### src/rtl/ibuf_ecc_pkg.sv
package ibuf_ecc_pkg;

    localparam int DATA_W = 64;
    localparam int HAM_W  = 7;
    localparam int CHK_W  = HAM_W + 1;
    localparam int IID_W  = 32;
    localparam int WID_W  = 3;
    localparam int CODE_N = DATA_W + HAM_W;   // Hamming positions 1..CODE_N

    typedef enum logic [1:0] {
        INJ_NONE  = 2'b00,
        INJ_ONE_A = 2'b01,
        INJ_ONE_B = 2'b10,
        INJ_TWO   = 2'b11
    } inj_mode_e;

    typedef struct packed {
        logic [DATA_W-1:0] data;
        logic [CHK_W-1:0]  chk;
        logic [IID_W-1:0]  iid;
        logic [WID_W-1:0]  wid;
    } ib_entry_t;

    typedef struct packed {
        logic [DATA_W-1:0] data;
        logic              sbe;
        logic              dbe;
    } ib_result_t;

    // Check bits: {overall parity, Hamming parity[6:0]}; data occupies non-power-of-two positions.
    function automatic logic [CHK_W-1:0] ecc_gen(logic [DATA_W-1:0] d);
        logic [HAM_W-1:0] hp;
        int k;
        hp = '0;
        k  = 0;
        for (int p = 1; p <= CODE_N; p++) begin
            if ((p & (p - 1)) != 0) begin
                if (d[k]) hp = hp ^ HAM_W'(p);
                k++;
            end
        end
        return {(^d) ^ (^hp), hp};
    endfunction

    // Invert the data bit that sits at Hamming position syn, if any.
    function automatic logic [DATA_W-1:0] ecc_fix(logic [DATA_W-1:0] d, logic [HAM_W-1:0] syn);
        logic [DATA_W-1:0] r;
        int k;
        r = d;
        k = 0;
        for (int p = 1; p <= CODE_N; p++) begin
            if ((p & (p - 1)) != 0) begin
                if (syn == HAM_W'(p)) r[k] = ~r[k];
                k++;
            end
        end
        return r;
    endfunction

    function automatic logic [DATA_W-1:0] inj_mask(inj_mode_e m);
        logic [DATA_W-1:0] r;
        r = '0;
        case (m)
            INJ_ONE_A, INJ_ONE_B: r[0] = 1'b1;
            INJ_TWO:              r[1:0] = 2'b11;
            default:              r = '0;
        endcase
        return r;
    endfunction

endpackage

### src/rtl/ibuf_ecc_store.sv
module ibuf_ecc_store
    import ibuf_ecc_pkg::*;
#(
    parameter int DEPTH = 16,
    localparam int AW = $clog2(DEPTH)
) (
    input  logic                 clk,
    input  logic                 ecc_en,
    input  logic [1:0]           inj_mode,
    input  logic                 wr_en,
    input  logic [AW-1:0]        wr_addr,
    input  logic [DATA_W-1:0]    wr_data,
    input  logic [IID_W-1:0]     wr_iid,
    input  logic [WID_W-1:0]     wr_wid,
    input  logic [AW-1:0]        rd_addr,
    output ib_entry_t            rd_entry
);
    ib_entry_t mem [DEPTH];
    ib_entry_t wr_entry;

    always_comb begin
        wr_entry.chk  = ecc_en ? ecc_gen(wr_data) : '0;
        wr_entry.data = wr_data ^ inj_mask(inj_mode_e'(inj_mode));
        wr_entry.iid  = wr_iid;
        wr_entry.wid  = wr_wid;
    end

    always_ff @(posedge clk) begin
        if (wr_en) mem[wr_addr] <= wr_entry;
    end

    assign rd_entry = mem[rd_addr];
endmodule

### src/rtl/ibuf_ecc_check.sv
module ibuf_ecc_check
    import ibuf_ecc_pkg::*;
(
    input  logic              ecc_en,
    input  logic [DATA_W-1:0] data,
    input  logic [CHK_W-1:0]  chk,
    output ib_result_t        res
);
    logic [CHK_W-1:0] regen;
    logic [HAM_W-1:0] syn;
    logic             par_err;

    always_comb begin
        regen   = ecc_gen(data);
        syn     = regen[HAM_W-1:0] ^ chk[HAM_W-1:0];
        par_err = ^{data, chk};
        res     = '{data: data, sbe: 1'b0, dbe: 1'b0};
        if (ecc_en) begin
            if (par_err) begin
                res.sbe  = 1'b1;
                res.data = ecc_fix(data, syn);
            end else if (syn != '0) begin
                res.dbe  = 1'b1;
            end
        end
    end
endmodule

### src/rtl/ibuf_ecc_status.sv
module ibuf_ecc_status
    import ibuf_ecc_pkg::*;
(
    input  logic             clk,
    input  logic             rst,
    input  logic             ev_sbe,
    input  logic             ev_dbe,
    input  logic [IID_W-1:0] ev_iid,
    input  logic [WID_W-1:0] ev_wid,
    input  logic [1:0]       clr,
    input  logic [1:0]       int_en,
    output logic [1:0]       sts,
    output logic             irq,
    output logic [IID_W-1:0] cap_iid,
    output logic [WID_W-1:0] cap_wid
);
    logic [1:0] kept;
    logic [1:0] ev;

    assign kept = sts & ~clr;
    assign ev   = {ev_dbe, ev_sbe};

    always_ff @(posedge clk) begin
        if (rst) begin
            sts     <= '0;
            cap_iid <= '0;
            cap_wid <= '0;
        end else begin
            sts <= kept | ev;
            if (kept == '0 && ev != '0) begin
                cap_iid <= ev_iid;
                cap_wid <= ev_wid;
            end
        end
    end

    assign irq = |(sts & int_en);
endmodule

### src/rtl/ibuf_ecc_top.sv
module ibuf_ecc_top
    import ibuf_ecc_pkg::*;
#(
    parameter int DEPTH = 16,
    localparam int AW = $clog2(DEPTH)
) (
    input  logic              clk,
    input  logic              rst,
    input  logic              ecc_en,
    input  logic [1:0]        inj_mode,
    input  logic              wr_en,
    input  logic [AW-1:0]     wr_addr,
    input  logic [63:0]       wr_data,
    input  logic [31:0]       wr_iid,
    input  logic [2:0]        wr_wid,
    input  logic              rd_en,
    input  logic [AW-1:0]     rd_addr,
    output logic              rd_valid,
    output logic [63:0]       rd_data,
    output logic              rd_sbe,
    output logic              rd_dbe,
    input  logic [1:0]        int_en,
    input  logic [1:0]        sts_clr,
    output logic [1:0]        sts,
    output logic              irq,
    output logic [31:0]       cap_iid,
    output logic [2:0]        cap_wid
);
    ib_entry_t  entry;
    ib_result_t res;

    ibuf_ecc_store #(.DEPTH(DEPTH)) u_store (
        .clk      (clk),
        .ecc_en   (ecc_en),
        .inj_mode (inj_mode),
        .wr_en    (wr_en),
        .wr_addr  (wr_addr),
        .wr_data  (wr_data),
        .wr_iid   (wr_iid),
        .wr_wid   (wr_wid),
        .rd_addr  (rd_addr),
        .rd_entry (entry)
    );

    ibuf_ecc_check u_check (
        .ecc_en (ecc_en),
        .data   (entry.data),
        .chk    (entry.chk),
        .res    (res)
    );

    ibuf_ecc_status u_status (
        .clk     (clk),
        .rst     (rst),
        .ev_sbe  (rd_en & res.sbe),
        .ev_dbe  (rd_en & res.dbe),
        .ev_iid  (entry.iid),
        .ev_wid  (entry.wid),
        .clr     (sts_clr),
        .int_en  (int_en),
        .sts     (sts),
        .irq     (irq),
        .cap_iid (cap_iid),
        .cap_wid (cap_wid)
    );

    always_ff @(posedge clk) begin
        if (rst) begin
            rd_valid <= 1'b0;
            rd_data  <= '0;
            rd_sbe   <= 1'b0;
            rd_dbe   <= 1'b0;
        end else begin
            rd_valid <= rd_en;
            if (rd_en) begin
                rd_data <= res.data;
                rd_sbe  <= res.sbe;
                rd_dbe  <= res.dbe;
            end else begin
                rd_sbe  <= 1'b0;
                rd_dbe  <= 1'b0;
            end
        end
    end
endmodule

### config.mk
export PLATFORM = sky130hd
export DESIGN_NAME = ibuf_ecc_top
export DESIGN_NICKNAME = d
export VERILOG_FILES = /design/src/rtl/ibuf_ecc_pkg.sv /design/src/rtl/ibuf_ecc_store.sv /design/src/rtl/ibuf_ecc_check.sv /design/src/rtl/ibuf_ecc_status.sv /design/src/rtl/ibuf_ecc_top.sv
export SDC_FILE = /design/constraint.sdc
export NUM_CORES = 2
export LEC_CHECK = 0
export BUFFER_PORTS_ARGS = -buffer_cell sky130_fd_sc_hd__buf_2
export CAP_MARGIN = 25
export CORE_MARGIN = 1.5
export CORE_UTILIZATION = 55
export DETAILED_ROUTE_END_ITERATION = 16
export PLACE_DENSITY = 0.8
export SETUP_SLACK_MARGIN = 0.1
export SYNTH_ARGS = -nofsm -noshare
export SYNTH_HDL_FRONTEND = slang
export SYNTH_HIERARCHICAL = 1
export SYNTH_SLANG_ARGS = --single-unit
### constraint.sdc
create_clock -name clk -period 12.8 [get_ports clk]
set_input_delay 1.92 -clock clk [delete_from_list [all_inputs] [get_ports clk]]
set_output_delay 1.92 -clock clk [all_outputs]
set_load 0.01 [all_outputs]
# After elaboration in Yosys (flattened, before gate mapping)
# Memory sizes are Yosys's and may differ from the RTL's.
# Index checks and enable logic that the tools add are counted.
[totals]
reg_bits = 104
ram_bits = 1712
inputBits = 118
output_inout_bits = 105
wordCells = 1367
mem_count = 1
[memory_table]
columns = ["memory", "depth", "word_bits", "rd", "rd_ports_with_merged_regs", "wr", "line_no", "source"]
rows = [
  ["u_store.mem", 16, 107, 1, 0, 1, "ibuf_ecc_store.sv:18", "ib_entry_t mem [DEPTH];"],
]
[op_classes]
add_sub_neg = 62
n_lt_le_gt_ge = 126
n_eq_ne = 67
n_mux = 831
bitwise = 200
n_reduce_logical = 73
[ops]
columns = ["op", "n"]
rows = [
  ["$mux W64", 187],
  ["$bwmux W64", 63],
  ["$mux W32", 126],
  ["$ge A32 B1 Y1 const B", 63],
  ["$lt A32 B8 Y1 const B", 63],
  ["$add A32 B2 Y32 const B", 62],
  ["$bmux W1 S6", 63],
  ["$demux W1 S6", 63],
  ["$mux W6", 62],
  ["$eq A7 B6 Y1 const B", 31],
  ["$mux W1", 198],
  ["$mux W5", 30],
  ["$not A3 Y3", 46],
  ["$not A4 Y4", 32],
  ["$eq A7 B5 Y1 const B", 15],
  ["$mux W7", 14],
  ["$reduce_xor A72 Y1", 1],
  ["$not A2 Y2", 35],
  ["$mux W66", 1],
  ["$mux W65", 1],
  ["$not A1 Y1", 65],
  ["$logic_and A1 B1 Y1", 64],
  ["$reduce_xor A64 Y1", 1],
  ["$xor A64 B2 Y64", 1],
  ["other kinds (23)", 72],
]

# Longest topological paths before layout
# An unclocked memory read counts as a cell.
[depth]
ltp_word = 640
depth_mapped = 18
mapped_depth_nobuf = 13

# Modules after synthesis
# Netlist, hierarchy kept.
[modules_own_cells]
columns = ["module", "instances", "cells_per_inst", "area_per_inst_um2", "seq_area_each_um2"]
rows = [
  ["ibuf_ecc_store", 1, 2519, 65387.7, 51409.3],
  ["ibuf_ecc_check", 1, 298, 2727.6, 0.0],
  ["ibuf_ecc_top", 1, 215, 2391.0, 1341.3],
  ["ibuf_ecc_status", 1, 163, 1696.6, 740.7],
]

# Worst setup path after synthesis
# No wires, ideal clock.
[synth_path]
kind = "input -> register"
from = "input wr_addr[2]"
to = "memory u_store/mem[0][0] in the netlist's numbering, enable pin"
setup_ns = 0.705
arrival_time_ns = 9.666
t_required_ns = 12.095
path_slack_ns = 2.429
stages = 2
n_path_buf = 0
cell_sequence = "or3b_2 -> nor3_1"
[synth_rtl]
columns = ["item", "line_no", "source"]
rows = [
  ["start, declared", "ibuf_ecc_top.sv:12", "input logic [AW-1:0] wr_addr,"],
  ["end, declared", "ibuf_ecc_store.sv:18", ""],
]
# Straight into the memory's write port.

==> results.tsv <==
metric	value	unit
status	finished, final reports clean	
die_area	133000	µm²
fin_setup_tns	0	ns
synth_top_cell_area_share	71.2	%
place.gp.congestion	0.942	
postLayoutCoreUtil	62.3	%
rsz0062_at_grt	no	
period_needed	8.16	ns
path_delay_family	buffers and inverters	
fmax	0.123	GHz
area_delta_synth_final	11.9	%
dpl_cell_area	75500	µm²
synth_area_leaders	edfxtp_1 (71%), mux4_2 (17%), dfxtp_1 (2.9%)	
power.internal	10900	µW
wl	183000	µm
drtPass1Iterations	5	
synth_top_area_cell	edfxtp_1	
io_buffers	222	
final_layout_size_suffix_gt1_share	29.8	%
grt_pass1_vias	36300	
stdcell_area	80800	µm²
path_class	input port to register	
place_hpwl	92800	µm
hold_slack	0.470	ns
critPathLaunchType	input port	
grt_max_degree	108	
wl_met3	21000	µm
ant_nets	0	
post_cts.repair.setup_buffers	0	
grt-ovfl-total	0	
cts_resized	0	
netlist_area	72200	µm²
switching_power	4460	µW
combPwrFrac	23.6	%
end_kind	register	
worstMarginPinSlew	1.12	ns
cp.arrival	8.88	ns
cts_root_buffer	clkbuf_16	
cts_tree	built	
wl_met2	90300	µm
num_io_pins	223	
final_nets	3603	
cts_hold_buffers	0	
htree_num_levels	4	
fin_crit_sh	63.7	%
drc_errors	0	
drtIter0Drc	5006	
fin_skew	0.0335	ns
min_path_type	register to register	
slew_viol_final	0	
core_area	130000	µm²
cts_buffers	169	
routed_via_density	6.57	
start_util	55.6	%
top_layer_used	met5	
clkPwrFrac	31.4	%
synthDistinctLibCells	41	
pwr-share-seq	45.0	%
synth_seq_cells	1816	
crit_required	13.53	ns
antenna_found_initial	27	
ir_drop	0.453	mV
power_leakage	0.0260	µW
syn_inst	3195	
num_rows	132	
relSlewSlack	25.5	%
swShare	29.0	%
grt_pass1_wl	259000	µm
path_cells	buf_8 -> buf_4 -> buf_4 -> mux4_2 -> mux4_2 -> xnor2_1 -> xnor2_1 -> xnor2_1 -> xnor3_1 -> xnor3_2 -> nor2b_1 -> o41a_1 -> and2_1 -> nor2_1 -> nor3_4 -> buf_4 -> mux2i_1	
slowest_stage	buf_4	
path_max_fanout	79	
wl_met1	66600	µm
post_drt_wl_per_cell	33.9	µm
vias	35300	
grt_usage	27.9	%
path_clk_slew	0.07	ns
synth_area_per_cell	22.6	µm²
setup_viol	0	
syn_nets	3313	
hold_viol	0	
p_per_area	190	nW/µm²
yosysSeqAreaShare	74.1	%
yosys_warnings	6	
cts.path.max_buffers	3	
clock-sinks	1816	
cap_violations	0	
die_y	365	µm
insertion_delay	0.82	ns
max_stage_delay	0.73	ns
crit_buf_inv	4	
die_x	365	µm
-- worst paths after layout --
check                              end  slack [ns]           startpoint  cells past startpoint
setup / recovery  u_status/cap_iid[11]        4.64           rd_addr[0]                     17
hold / removal     u_status/cap_iid[8]        0.47  u_status/cap_iid[8]                      2
hold reg to reg    u_status/cap_iid[8]        0.47  u_status/cap_iid[8]                      2
setup reg to reg  u_status/cap_iid[11]        7.38  u_store/mem[14][69]                     13
-- power groups by stage --
| stage | combinational [µW] | sequential (µW) | clock (µW) |
|---|---|---|---|
| 2_1_floorplan | 2600 | 7040 | 0 |
| 6_report | 3630 | 6920 | 4830 |
| 4_1_cts | 3510 | 6930 | 4880 |
| 5_1_grt | 3750 | 6930 | 5090 |
| 3_3_place_gp | 3430 | 7030 | 0 |
| 3_5_place_dp | 3470 | 7040 | 0 |
-- layout make-up --
| type | instances | area [µm²] |
|---|---|---|
| flip-flops and latches | 1816 | 53500 |
| diodes | 18 | 45.0 |
| fillers | 8483 | 49000 |
| multi-input cells | 1220 | 18100 |
| clock buffers | 233 | 4550 |
| clock inverters | 75 | 683 |
| inverters | 1 | 3.75 |
| well taps | 1742 | 2180 |
| repair buffers | 277 | 1790 |
-- worst register-to-register path, cell delays in order (launching register included) --
cell and delay [ns]:
edfxtp_1 0.41, mux4_2 0.48, mux4_2 0.61, xnor2_1 0.34, xnor3_1 0.44, xnor3_1 0.42, xnor3_1 0.54, nand2b_1 0.31
o41a_1 0.17, and2_1 0.31, nor2_1 0.16, nor3_4 0.14, buf_4 0.69, mux2i_1 0.35
-- stage by stage --
step	total power, µW	std cells	setup WS (ns)
finish	15400	5382	4.64
global route	15800	5369	4.25
CTS	15300	5358	4.64
detailed placement	10500	5050	3.88
global placement	10500	5049	4.04
floorplan	9640	3195	2.43
-- routing by layer --
metal / vias to the layer above / GRT usage (%)
li1: 13800 / -
met1: 18700 / 38.2
met2: 2471 / 44.7
met3: 305 / 6.90
met4: 18 / 8.55
met5: - / 0
-- cell families (layout without fill, tap and decap cells) --
kind of cell	count (synthesis)	in the layout	share of synthesized area [%]
compound gates	2	2	0.0295
xor+xnor	300	300	4.68
buf+inv	159	586	1.03
flops	1816	1816	74.1
mux	637	637	18.1
other cells	0	18	0
simple gates	281	281	2.06
-- placed cells by master, fill, tap and decap left out, types with 3 or more instances in the layout --
master and n:
buf_2 216, buf_4 40, xnor3_2 4, nor2_4 12, xor2_1 83, mux4_2 535, nand2b_1 84, xnor2_1 160
clkinv_8 4, bufinv_16 9, diode_2 18, xnor3_1 46, buf_12 14, buf_8 3, clkbuf_1 58, nor2_1 99
nand3_1 6, xnor2_2 4, clkinv_1 20, edfxtp_1 1712, nand2_1 11, nor3_2 6, nor2b_1 5, inv_6 5
clkbuf_16 171, clkinv_4 3, mux2i_1 101, clkinvlp_4 3, and2_1 8, dfxtp_1 104, clkinv_2 30, nor4_1 30
clkbuf_8 5
-- sequential cells by signal, summed over array words and instances (netlist names) --
signal / count
rd_data: 64
u_store/mem: 1712
rd_dbe: 1
u_status/sts: 2
u_status/cap_wid: 3
u_status/cap_iid: 32
rd_sbe: 1
rd_valid: 1
-- cell usage after synthesis --
master,number
a22o_2,1
and2_1,8
and4b_1,1
buf_1,42
buf_12,6
buf_2,6
buf_4,3
buf_6,3
buf_8,1
clkbuf_1,97
dfxtp_1,104
edfxtp_1,1712
inv_1,1
mux2i_1,101
mux2i_2,1
mux4_2,535
nand2_1,11
nand2b_1,84
nand3_1,6
nand3b_1,2
nand4_1,2
nor2_1,111
nor2b_1,5
nor2b_4,2
nor3_1,6
nor3_2,3
nor4_1,30
nor4b_1,2
o41a_1,1
or2_1,2
or2_2,2
or3_1,1
or3b_2,1
or4b_1,1
or4b_4,1
xnor2_1,160
xnor2_2,4
xnor3_1,46
xnor3_2,4
xor2_1,84
xor3_1,2
(Power assumes the default switching activity.)
